==> config.mk <==
export PLATFORM = sky130hd
export DESIGN_NAME = extbus_seq
export DESIGN_NICKNAME = d
export VERILOG_FILES = /design/src/rtl/extbus_pkg.sv /design/src/rtl/extbus_ctrl.sv /design/src/rtl/extbus_dpath.sv /design/src/rtl/extbus_seq.sv
export SDC_FILE = /design/constraint.sdc
export NUM_CORES = 1
export LEC_CHECK = 0
export ABC_AREA = 1
export BUFFER_PORTS_ARGS = -buffer_cell sky130_fd_sc_hd__clkbuf_2
export CORE_ASPECT_RATIO = 0.7
export CORE_MARGIN = 10
export CORE_UTILIZATION = 42
export DETAILED_ROUTE_END_ITERATION = 10
export HOLD_SLACK_MARGIN = 0.15
export PLACE_DENSITY = 0.75
export SYNTH_ARGS = -nofsm -noshare
export SYNTH_HDL_FRONTEND = slang
export SYNTH_SLANG_ARGS = --single-unit
==> constraint.sdc <==
create_clock -name clk -period 1.05 [get_ports clk]
set_input_delay 0.0525 -clock clk [delete_from_list [all_inputs] [get_ports clk]]
set_output_delay 0.0525 -clock clk [all_outputs]
set_load 0.1 [all_outputs]
==> src/rtl/extbus_pkg.sv <==
package extbus_pkg;

  typedef enum logic [2:0] {
    ST_IDLE,
    ST_T1,
    ST_T2,
    ST_T3,
    ST_TI,
    ST_INT
  } seqState_t;

  typedef struct packed {
    logic load;        // capture request fields
    logic csOn;        // chip select active
    logic ale;         // address latch strobe
    logic rd;          // read strobe
    logic wr;          // write strobe
    logic addrOnData;  // shared mode address phase
    logic addrPins;    // split mode address pins active
    logic dataOut;     // drive write data
    logic sample;      // capture read data at end of this state
  } busStrobe_t;

endpackage

==> src/rtl/extbus_ctrl.sv <==
module extbus_ctrl
  import extbus_pkg::*;
(
  input  logic       clk,
  input  logic       rstN,
  input  logic       reqValid,
  input  logic       reqWrite,
  input  logic       reqInternal,
  input  logic       muxMode,
  input  logic       idleEnSel,
  output busStrobe_t stb,
  output logic       reqReady,
  output logic       busDone
);

  seqState_t state, stateNext;
  logic writeLat, muxLat;
  logic insertIdle;

  assign insertIdle = !writeLat && idleEnSel;

  always_ff @(posedge clk) begin
    if (!rstN) begin
      state    <= ST_IDLE;
      writeLat <= 1'b0;
      muxLat   <= 1'b0;
    end else begin
      state <= stateNext;
      if (state == ST_IDLE && reqValid) begin
        writeLat <= reqWrite;
        muxLat   <= muxMode;
      end
    end
  end

  always_comb begin
    stateNext = state;
    case (state)
      ST_IDLE: if (reqValid) stateNext = reqInternal ? ST_INT : ST_T1;
      ST_T1:   stateNext = ST_T2;
      ST_T2:   stateNext = muxLat ? ST_T3 : (insertIdle ? ST_TI : ST_IDLE);
      ST_T3:   stateNext = insertIdle ? ST_TI : ST_IDLE;
      default: stateNext = ST_IDLE;
    endcase
  end

  logic inT1, inT2, inT3, strobeState, lastStrobe;
  assign inT1 = (state == ST_T1);
  assign inT2 = (state == ST_T2);
  assign inT3 = (state == ST_T3);
  assign strobeState = muxLat ? (inT2 || inT3) : inT2;
  assign lastStrobe  = muxLat ? inT3 : inT2;

  always_comb begin
    stb            = '0;
    stb.load       = (state == ST_IDLE) && reqValid;
    stb.csOn       = inT1 || inT2 || inT3;
    stb.ale        = muxLat && inT1;
    stb.rd         = strobeState && !writeLat;
    stb.wr         = strobeState && writeLat;
    stb.addrOnData = muxLat && inT1;
    stb.addrPins   = !muxLat && (inT1 || inT2);
    stb.dataOut    = writeLat && (strobeState || (!muxLat && inT1));
    stb.sample     = lastStrobe && !writeLat;
  end

  assign reqReady = (state == ST_IDLE);
  assign busDone  = (state == ST_TI) || (state == ST_INT) || (lastStrobe && !insertIdle);

endmodule

==> src/rtl/extbus_dpath.sv <==
module extbus_dpath
  import extbus_pkg::*;
#(
  parameter int ADDR_W = 16,
  parameter int DATA_W = 16,
  parameter int NUM_CS = 2,
  parameter int CFG_W  = 16,
  localparam int CS_W  = (NUM_CS > 1) ? $clog2(NUM_CS) : 1
) (
  input  logic              clk,
  input  logic              rstN,
  input  busStrobe_t        stb,
  input  logic              cfgWrEn,
  input  logic [CFG_W-1:0]  cfgWrData,
  output logic [CFG_W-1:0]  cfgRdData,
  input  logic [CS_W-1:0]   reqCs,
  input  logic [ADDR_W-1:0] reqAddr,
  input  logic [DATA_W-1:0] reqWdata,
  output logic              idleEnSel,
  output logic [NUM_CS-1:0] busCs,
  output logic [ADDR_W-1:0] busAddr,
  output logic [DATA_W-1:0] busDataOut,
  output logic              busDataOe,
  input  logic [DATA_W-1:0] busDataIn,
  output logic [DATA_W-1:0] readData
);

  logic [NUM_CS-1:0] idleEn;
  logic [CS_W-1:0]   csLat;
  logic [ADDR_W-1:0] addrLat;
  logic [DATA_W-1:0] wdataLat;

  always_ff @(posedge clk) begin
    if (!rstN) begin
      idleEn   <= '1;
      csLat    <= '0;
      addrLat  <= '0;
      wdataLat <= '0;
      readData <= '0;
    end else begin
      if (cfgWrEn) begin
        for (int n = 0; n < NUM_CS; n++) idleEn[n] <= cfgWrData[2*n+1];
      end
      if (stb.load) begin
        csLat    <= reqCs;
        addrLat  <= reqAddr;
        wdataLat <= reqWdata;
      end
      if (stb.sample) readData <= busDataIn;
    end
  end

  // configuration view: enables on odd bits below 2*NUM_CS, other odd bits fixed high
  for (genvar b = 0; b < CFG_W; b++) begin : g_cfgBit
    if (b % 2 == 0) begin : g_even
      assign cfgRdData[b] = 1'b0;
    end else if (b / 2 < NUM_CS) begin : g_en
      assign cfgRdData[b] = idleEn[b/2];
    end else begin : g_fix
      assign cfgRdData[b] = 1'b1;
    end
  end

  assign idleEnSel = idleEn[csLat];

  for (genvar n = 0; n < NUM_CS; n++) begin : g_cs
    assign busCs[n] = stb.csOn && (csLat == CS_W'(n));
  end

  assign busAddr    = stb.addrPins ? addrLat : '0;
  assign busDataOe  = stb.addrOnData || stb.dataOut;
  assign busDataOut = stb.addrOnData ? DATA_W'(addrLat) :
                      (stb.dataOut ? wdataLat : '0);

endmodule

==> src/rtl/extbus_seq.sv <==
module extbus_seq
  import extbus_pkg::*;
#(
  parameter int ADDR_W = 16,
  parameter int DATA_W = 16,
  parameter int NUM_CS = 2,
  parameter int CFG_W  = 16,
  localparam int CS_W  = (NUM_CS > 1) ? $clog2(NUM_CS) : 1
) (
  input  logic              clk,
  input  logic              rstN,
  input  logic              cfgWrEn,
  input  logic [CFG_W-1:0]  cfgWrData,
  output logic [CFG_W-1:0]  cfgRdData,
  input  logic              reqValid,
  input  logic              reqWrite,
  input  logic              reqInternal,
  input  logic              muxMode,
  input  logic [CS_W-1:0]   reqCs,
  input  logic [ADDR_W-1:0] reqAddr,
  input  logic [DATA_W-1:0] reqWdata,
  output logic              reqReady,
  output logic [NUM_CS-1:0] busCs,
  output logic              busAle,
  output logic              busRd,
  output logic              busWr,
  output logic [ADDR_W-1:0] busAddr,
  output logic [DATA_W-1:0] busDataOut,
  output logic              busDataOe,
  input  logic [DATA_W-1:0] busDataIn,
  output logic [DATA_W-1:0] readData,
  output logic              busDone
);

  busStrobe_t stb;
  logic idleEnSel;

  extbus_ctrl u_ctrl (
    .clk(clk), .rstN(rstN), .reqValid(reqValid), .reqWrite(reqWrite),
    .reqInternal(reqInternal), .muxMode(muxMode), .idleEnSel(idleEnSel),
    .stb(stb), .reqReady(reqReady), .busDone(busDone)
  );

  extbus_dpath #(.ADDR_W(ADDR_W), .DATA_W(DATA_W), .NUM_CS(NUM_CS), .CFG_W(CFG_W)) u_dpath (
    .clk(clk), .rstN(rstN), .stb(stb), .cfgWrEn(cfgWrEn), .cfgWrData(cfgWrData),
    .cfgRdData(cfgRdData), .reqCs(reqCs), .reqAddr(reqAddr), .reqWdata(reqWdata),
    .idleEnSel(idleEnSel), .busCs(busCs), .busAddr(busAddr), .busDataOut(busDataOut),
    .busDataOe(busDataOe), .busDataIn(busDataIn), .readData(readData)
  );

  assign busAle = stb.ale;
  assign busRd  = stb.rd;
  assign busWr  = stb.wr;

endmodule

==> flow_metrics.tcl, run 1 <==
set metrics [dict create \
    pre_cts_ws_ns -0.446 \
    status "aborted with a tool error" \
    synthCells 443 \
    place_hpwl_microns 7910 \
    clockBufferDepth 2 \
    grt_max_degree 37 \
    die_y_microns 89.8 \
    synthTopCellsByArea "dfxtp_1 38%, nand2_1 14%, nand3_1 9.6%" \
    start_util 0.432 \
    endpoint_type "primary output" \
    haltStage "global routing (5_1_grt)" \
    synth_cell_types 22 \
    htreeDepth 2 \
    ys_ff_latch 56 \
    cts_sinks 56 \
    grt-worst-endpoint "busDataOut[13]" \
    yosys_warnings 0 \
    synth_top_area_share 0.384 \
    gp_congestion 0.807 \
    synth_area_sq_mm 0.00292 \
    dp.cells 656 \
    synth_area_per_cell_sq_um 6.59 \
    cts_buffers 5 \
    synth_top_area_cell "dfxtp_1" \
    stop_error "[ERROR DPL-0033] detailed placement checks failed during check placement." \
    yosysSeqAreaShare 0.384 \
    antenna_found_initial 0 \
    numPortBuffers 115 \
    io_pins 144 \
    std_cell_rows 25 \
    fp.dieW_microns 120 \
    clockRootBuffer "clkbuf_8" \
]
cells by family after synthesis:
group                  Yosys count  share of synthesized area
AND/OR/NAND/NOR                231                      0.356
buffers and inverters          111                      0.183
flip-flops                      56                      0.384
AO/OA/AOI/OAI                   43                     0.0741
other                            2                    0.00257
stage by stage:
stage | instance area [sq um] | hold WS (ns) | setup TNS [ns]
3_3_place_gp | 5050 | 0.272 | -25.65
3_5_place_dp | 5050 | 0.282 | -29.55
4_1_cts | 6280 | 0.467 | -42.63
2_1_floorplan | 3470 | 0.174 | -19.51
timing repair:
item | CTS
setup endpoints to repair | 93
buffers inserted | 11
gates cloned | 13
resized for setup | 65
pin swaps | 45
hold endpoints to repair | 55
hold buffers | 56
synth_stat cells:
library cell	instances
nand2_1	110
inv_1	67
dfxtp_1	56
nand3_1	56
a21oi_1	38
nor2_1	38
buf_4	18
nand4_1	17
clkbuf_1	7
buf_6	6
buf_2	5
nand2_4	4
o21ai_0	4
buf_1	3
inv_2	3
clkinv_1	2
conb_1	2
nand2_2	2
nor2_2	2
nand3_2	1
nand3_4	1
o22ai_1	1
==> run 2: changes to the inputs <==
--- a/config.mk
+++ b/config.mk
@@ -7,12 +7,10 @@
 export LEC_CHECK = 0
 export ABC_AREA = 1
 export BUFFER_PORTS_ARGS = -buffer_cell sky130_fd_sc_hd__clkbuf_2
-export CORE_ASPECT_RATIO = 0.7
 export CORE_MARGIN = 10
-export CORE_UTILIZATION = 42
+export CORE_UTILIZATION = 40
 export DETAILED_ROUTE_END_ITERATION = 10
-export HOLD_SLACK_MARGIN = 0.15
-export PLACE_DENSITY = 0.75
+export PLACE_DENSITY_LB_ADDON = 0.15
 export SYNTH_ARGS = -nofsm -noshare
 export SYNTH_HDL_FRONTEND = slang
 export SYNTH_SLANG_ARGS = --single-unit
==> constraint.sdc (replaced) <==
create_clock -name clk -period 1.35 [get_ports clk]
set_input_delay 0.0675 -clock clk [delete_from_list [all_inputs] [get_ports clk]]
set_output_delay 0.0675 -clock clk [all_outputs]
set_load 0.1 [all_outputs]
==> run 2 against run 1 <==
Compared with the run above: the flow now finishes, with violations (hold timing, setup timing); synthesized cell count unchanged; synthesized area unchanged.
==> flow_metrics.tcl, run 2 <==
set metrics [dict create \
    multiInputGateArea_sq_mm 0.00221 \
    mostFrequentLayoutCells "75 x clkbuf_2, 56 x nand2_1, 55 x inv_1" \
    status "complete, but fails checks" \
    drt_iter0_drc 87 \
    top_usage_layer "met2" \
    start_kind "register" \
    yosysMostFrequentCell "nand2_1" \
    cts_buffers 5 \
    seq_area_sq_mm 0.00113 \
    slew_viol_final 0 \
    cts.clk_slew.worst_paths_ns 0.11 \
    rrSetupSlack_ns -0.07 \
    critPathCaptureType "output port" \
    crit_path_max_incr_delay_ns 0.39 \
    synth_area_per_cell_sq_um 6.59 \
    die_y_microns 105 \
    synthCells 443 \
    yosysSeqAreaShare 0.384 \
    grt_max_degree 28 \
    dieArea_sq_mm 0.0111 \
    antenna_found_initial 0 \
    place_hpwl_microns 7190 \
    finalHoldViolations 2 \
    holdPathEnd "u_dpath.wdataLat[8]" \
    vias_per_cell 4.85 \
    grt_pass1_vias 3502 \
    numPortBuffers 115 \
    htreeDepth 2 \
    rr_worst_depth 9 \
    layout_commonest_cell "clkbuf_2" \
    grt_util_met3 0.0755 \
    synth_cell_types 22 \
    synth-edff-count 0 \
    fp.dieW_microns 105 \
    grt_pass1_wl_microns 17300 \
    slew_headroom 0.614 \
    synthTopCellsByArea "dfxtp_1 38%, nand2_1 14%, nand3_1 9.6%" \
    clk_latency_ns 0.31 \
    wl_microns 11300 \
    critPathArrivalTime_ns 1.62 \
    hold_depth 3 \
    synth_top_area_cell "dfxtp_1" \
    finalWorstSetupSlack_ns -0.339 \
    vias 3377 \
    vdd_drop_max_mv 0.756 \
    fin_util 0.784 \
    synth_top_flop_cell "dfxtp_1" \
    gp_congestion 0.785 \
    synth_area_sq_mm 0.00292 \
    wl_per_cell_microns 16.2 \
    maxCapViolCount 0 \
    setup_viol 82 \
    drive_gt1_frac 0.509 \
    period_needed_ns 1.69 \
    power.density_mw_per_mm2 1280 \
    path_class "reg -> out" \
    reg2reg_from "u_ctrl.state[0]" \
    fillers 482 \
    cts_sinks 56 \
    rsz0062_at_grt "yes" \
    violations "hold timing, setup timing" \
    cts_tree "built" \
    start_util 0.407 \
    stdcell_count 696 \
    total_power_uw 7220 \
    p_leak_uw 0.00235 \
    area_growth_pct 92.6 \
    fin_hold_ws_ns -0.00412 \
    firstDrtPassIters 4 \
    synth_top_area_share 0.384 \
    reg2reg_to "u_dpath.wdataLat[4]" \
    yosys_warnings 0 \
    grt_usage 0.185 \
    clockRootBuffer "clkbuf_8" \
    use_met2 0.332 \
    worstHoldPathType "in -> reg" \
    largestRegisters "u_dpath.addrLat (16), u_dpath.readData (16), u_dpath.wdataLat (16)" \
    critPathSlowestCell "dfxtp_4" \
    path_cells "inv_2, nand4_1, buf_4, nand2_8, nand3_4, nand2_8, buf_12" \
    io_pins 144 \
    route.detailed.drc 0 \
    clockBufferDepth 2 \
    core_sq_mm 0.00718 \
    nNetsFinal 668 \
    antenna_left 0 \
    std_cell_rows 31 \
    ys_ff_latch 56 \
    fin_crit_sh 1.25 \
    cpMostUsedCell "nand2_8" \
    hold_start "reqWdata[8]" \
    synth_common_cells "110 x nand2_1, 67 x inv_1, 56 x dfxtp_1, 56 x nand3_1" \
    tightest_slew_ns 0.579 \
    clock.fmax_mhz 592 \
    grt-ovfl-total 0 \
    grt_use_met1 0.199 \
    async_reset_ff_frac 0 \
    worstPathRequired_ns 1.28 \
    dp.cells 654 \
    skew_ns 0.00627 \
    diodes 0 \
    cp_max_fo 8 \
]
[run 2: cell counts after synthesis]
No cell type changed its count.
[run 2: what timing repair did]
item	in CTS	in global routing
gates cloned	5	3
hold buffers	16	2
setup buffers	7	1
pin swaps	13	53
setup endpoints to repair	91	91
endpoints found under the hold margin	14	2
gates resized for setup	59	69
[run 2: power by group]
part	switching, uW	leakage (uW)	internal, uW
clock	573	0.0000414	371
sequential	186	0.000461	1880
combinational	2870	0.00185	1350
total	3630	0.00235	3600
[run 2: through the flow]
stage               setup WS, ns  TNS [ns]  instance area (sq um)
floorplan                 -0.161     -3.21                   3440
global placement          -0.105     -1.92                   4670
detailed placement        -0.166     -4.80                   4670
CTS                       -0.319    -11.13                   5330
global route              -0.401    -19.63                   5630
finish                    -0.339    -13.03                   5630
[run 2: cells by family (layout without fill, tap and decap cells)]
logic type / count (synthesis) / in the layout / share of synthesized area
buffers and inverters: 111 / 247 / 0.183
other: 2 / 14 / 0.00257
AO/OA/AOI/OAI: 43 / 43 / 0.0741
AND/OR/NAND/NOR: 231 / 237 / 0.356
flip-flops: 56 / 56 / 0.384
[run 2: area by class of cell]
class	count	share of cell area
timing repair buffer	167	0.319
clock buffer	6	0.0129
clock inverter	2	0.00289
tap	99	0.0220
multi-input combinational	294	0.393
inverter	72	0.0487
sequential	56	0.202
[run 2: per-layer routing]
layer / vias to the layer above / wire, microns
met1: 1585 / 4270
met3: 12 / 972
li1: 1670 / -
met4: 0 / 116
met5: - / 0
met2: 110 / 5910
[run 2: worst max-delay path by stage]
| stage | from | end | slack, ns | cells after the start |
|---|---|---|---|---|
| finish | u_ctrl.state[1] | busDataOut[12] | -0.34 | 7 |
| global route | u_ctrl.state[0] | busDataOut[2] | -0.40 | 7 |
| CTS | u_ctrl.state[0] | busDataOut[5] | -0.32 | 8 |
| detailed placement | u_ctrl.state[0] | busDataOut[8] | -0.17 | 8 |
| global placement | u_ctrl.state[0] | busDataOut[7] | -0.11 | 8 |
| floorplan | u_ctrl.state[0] | busDone | -0.16 | 6 |
[run 2: critical path: cells and delay by family, from the launching register on]
kind                   cells  cell delay, ns
buffers and inverters      3            0.46
flip-flops                 1            0.39
AND/OR/NAND/NOR            4            0.45
Note: power is estimated with default switching activity, not from simulation.
==> run 3: changes to the inputs <==
--- a/config.mk
+++ b/config.mk
@@ -10,6 +10,7 @@
 export CORE_MARGIN = 10
 export CORE_UTILIZATION = 40
 export DETAILED_ROUTE_END_ITERATION = 10
+export MAX_ROUTING_LAYER = met4
 export PLACE_DENSITY_LB_ADDON = 0.15
 export SYNTH_ARGS = -nofsm -noshare
 export SYNTH_HDL_FRONTEND = slang
==> run 3 against run 2 <==
Compared with the run above: the flow still finishes with violations (hold timing, setup timing); worst setup slack got worse by 0.0020 ns; utilization is 0.44 points higher; routed wire length up 3.5%; clock skew rose by 0.0038 ns; count of clock-buffer cells in the layout stayed put; largest cell class unchanged; first-iteration DRC count rose by 100%; final cell count is 0.29% higher; clock power about the same; sequential cell count unchanged.
==> flow_metrics.tcl, run 3 (synthesis results as in run 2) <==
set metrics [dict create \
    start_kind "register" \
    power.density_mw_per_mm2 1280 \
    slew_headroom 0.549 \
    endpoint "busDataOut[7]" \
    final_area_sq_mm 0.00566 \
    stdcell_count 698 \
    fin_setup_tns_ns -12.15 \
    period_needed_ns 1.69 \
    gp_congestion 0.796 \
    vias_per_cell 4.89 \
    numPortBuffers 115 \
    firstDrtPassIters 4 \
    start_util 0.407 \
    clk_latency_ns 0.31 \
    finalHoldViolations 2 \
    antenna_left 0 \
    path_class "reg -> out" \
    grt_max_degree 28 \
    grt-ovfl-total 0 \
    fin_crit_sh 1.25 \
    slew_viol_final 0 \
    crit_path_start "u_ctrl.state[0]" \
    cts_buffers 5 \
    clockRootBuffer "clkbuf_8" \
    internal-power_uw 3600 \
    dp.cells 654 \
    rrSetupSlack_ns -0.05 \
    cp_max_fo 8 \
    mostFrequentLayoutCells "75 x clkbuf_2, 58 x nand2_1, 55 x inv_1" \
    status "complete, but fails checks" \
    violations "hold timing, setup timing" \
    switching_share 0.504 \
    tightest_slew_ns 0.676 \
    core_sq_mm 0.00718 \
    nNetsFinal 669 \
    antenna_found_initial 1 \
    rr_worst_depth 9 \
    cts_sinks 56 \
    total_power_uw 7260 \
    route.detailed.drc 0 \
    clkPwrFrac 0.131 \
    p_leak_uw 0.00236 \
    grt_usage 0.191 \
    skew_ns 0.0100 \
    area_growth_pct 93.7 \
    p_seq_frac 0.285 \
    fillers 471 \
    clock.fmax_mhz 592 \
    reg2reg_from "u_ctrl.state[0]" \
    drive_gt1_frac 0.507 \
    vias 3415 \
    p_switching_uw 3660 \
    cts.clk_slew.worst_paths_ns 0.10 \
    critPathArrivalTime_ns 1.62 \
    finalWorstSetupSlack_ns -0.341 \
    reg2reg_to "u_dpath.readData[4]" \
    grt_pass1_vias 3502 \
    combinationalPowerShare 0.584 \
    cts_tree "built" \
    htreeDepth 2 \
    vdd_drop_max_mv 0.728 \
    largestRegisters "u_dpath.addrLat (16), u_dpath.readData (16), u_dpath.wdataLat (16)" \
    rsz0062_at_grt "yes" \
    pre_cts_ws_ns -0.166 \
    fp.dieW_microns 105 \
    wl_microns 11700 \
    maxCapViolCount 0 \
    critPathCaptureType "output port" \
    die_y_microns 105 \
    clockBufferDepth 2 \
    wl_per_cell_microns 16.7 \
    grt_pass1_wl_microns 17300 \
    layout_commonest_cell "clkbuf_2" \
    worstPathRequired_ns 1.28 \
    placed_area_sq_mm 0.00467 \
    fin_hold_ws_ns -0.00215 \
    place_hpwl_microns 7190 \
    std_cell_rows 31 \
    drt_iter0_drc 177 \
    io_pins 144 \
    dieArea_sq_mm 0.0111 \
    setup_viol 57 \
    worstHoldPathType "in -> reg" \
]
run 3: per-layer routing:
layer	wire (microns)	up-vias	track usage
li1	-	1673	-
met1	4350	1616	0.204
met2	6180	112	0.330
met3	954	14	0.0713
met4	176	0	0.0431
met5	0	-	-
run 3: what timing repair did:
action                                  CTS  global route
endpoints found under the setup margin   91            91
hold buffers                             16             3
gates resized for setup                  59            71
cloned                                    5             4
pin swaps                                13            54
hold endpoints to repair                 14             3
buffers inserted                          7             0
run 3: power by group through the flow:
stage	sequential, uW	combinational, uW	clock (uW)
6_report	2070	4240	948
5_1_grt	2090	4460	1030
4_1_cts	2050	3790	956
3_5_place_dp	2060	3340	0
3_3_place_gp	2050	3290	0
2_1_floorplan	2680	1980	0
run 3: worst min path at each step:
stage / cells past startpoint / to / slack, ns / startpoint
2_1_floorplan: 2 / u_dpath.idleEn[0] / 0.19 / cfgWrData[1]
3_3_place_gp: 3 / u_dpath.idleEn[1] / 0.28 / cfgWrData[3]
3_5_place_dp: 3 / u_dpath.idleEn[0] / 0.29 / cfgWrData[1]
4_1_cts: 3 / u_dpath.wdataLat[14] / 0.0008 / reqWdata[14]
5_1_grt: 3 / u_dpath.wdataLat[2] / 0.001 / reqWdata[2]
6_report: 3 / u_dpath.wdataLat[8] / -0.002 / reqWdata[8]
run 3: critical path, stage by stage (launching register included):
cell and delay, ns:
dfxtp_4 0.38, nor2_4 0.11, nand2_4 0.11, nand2_4 0.11, nand2_8 0.09, nand2_8 0.14
nand3_4 0.12, nand2_8 0.08, buf_12 0.16
run 3: final cells by class:
class                      count  area [sq um]  share of cell area
multi-input combinational    295          2230               0.394
timing repair buffer         167          1800               0.319
sequential                    56          1130               0.200
inverter                      72           277              0.0489
tap                           99           124              0.0219
clock buffer                   6          72.6              0.0128
clock inverter                 2          16.3             0.00288
antenna                        1          2.50            0.000442
run 3: through the flow:
stage	hold slack [ns]	util
floorplan	0.190	-
global placement	0.283	0.651
detailed placement	0.287	0.651
CTS	0.000816	0.742
global route	0.00110	0.788
finish	-0.00215	0.788
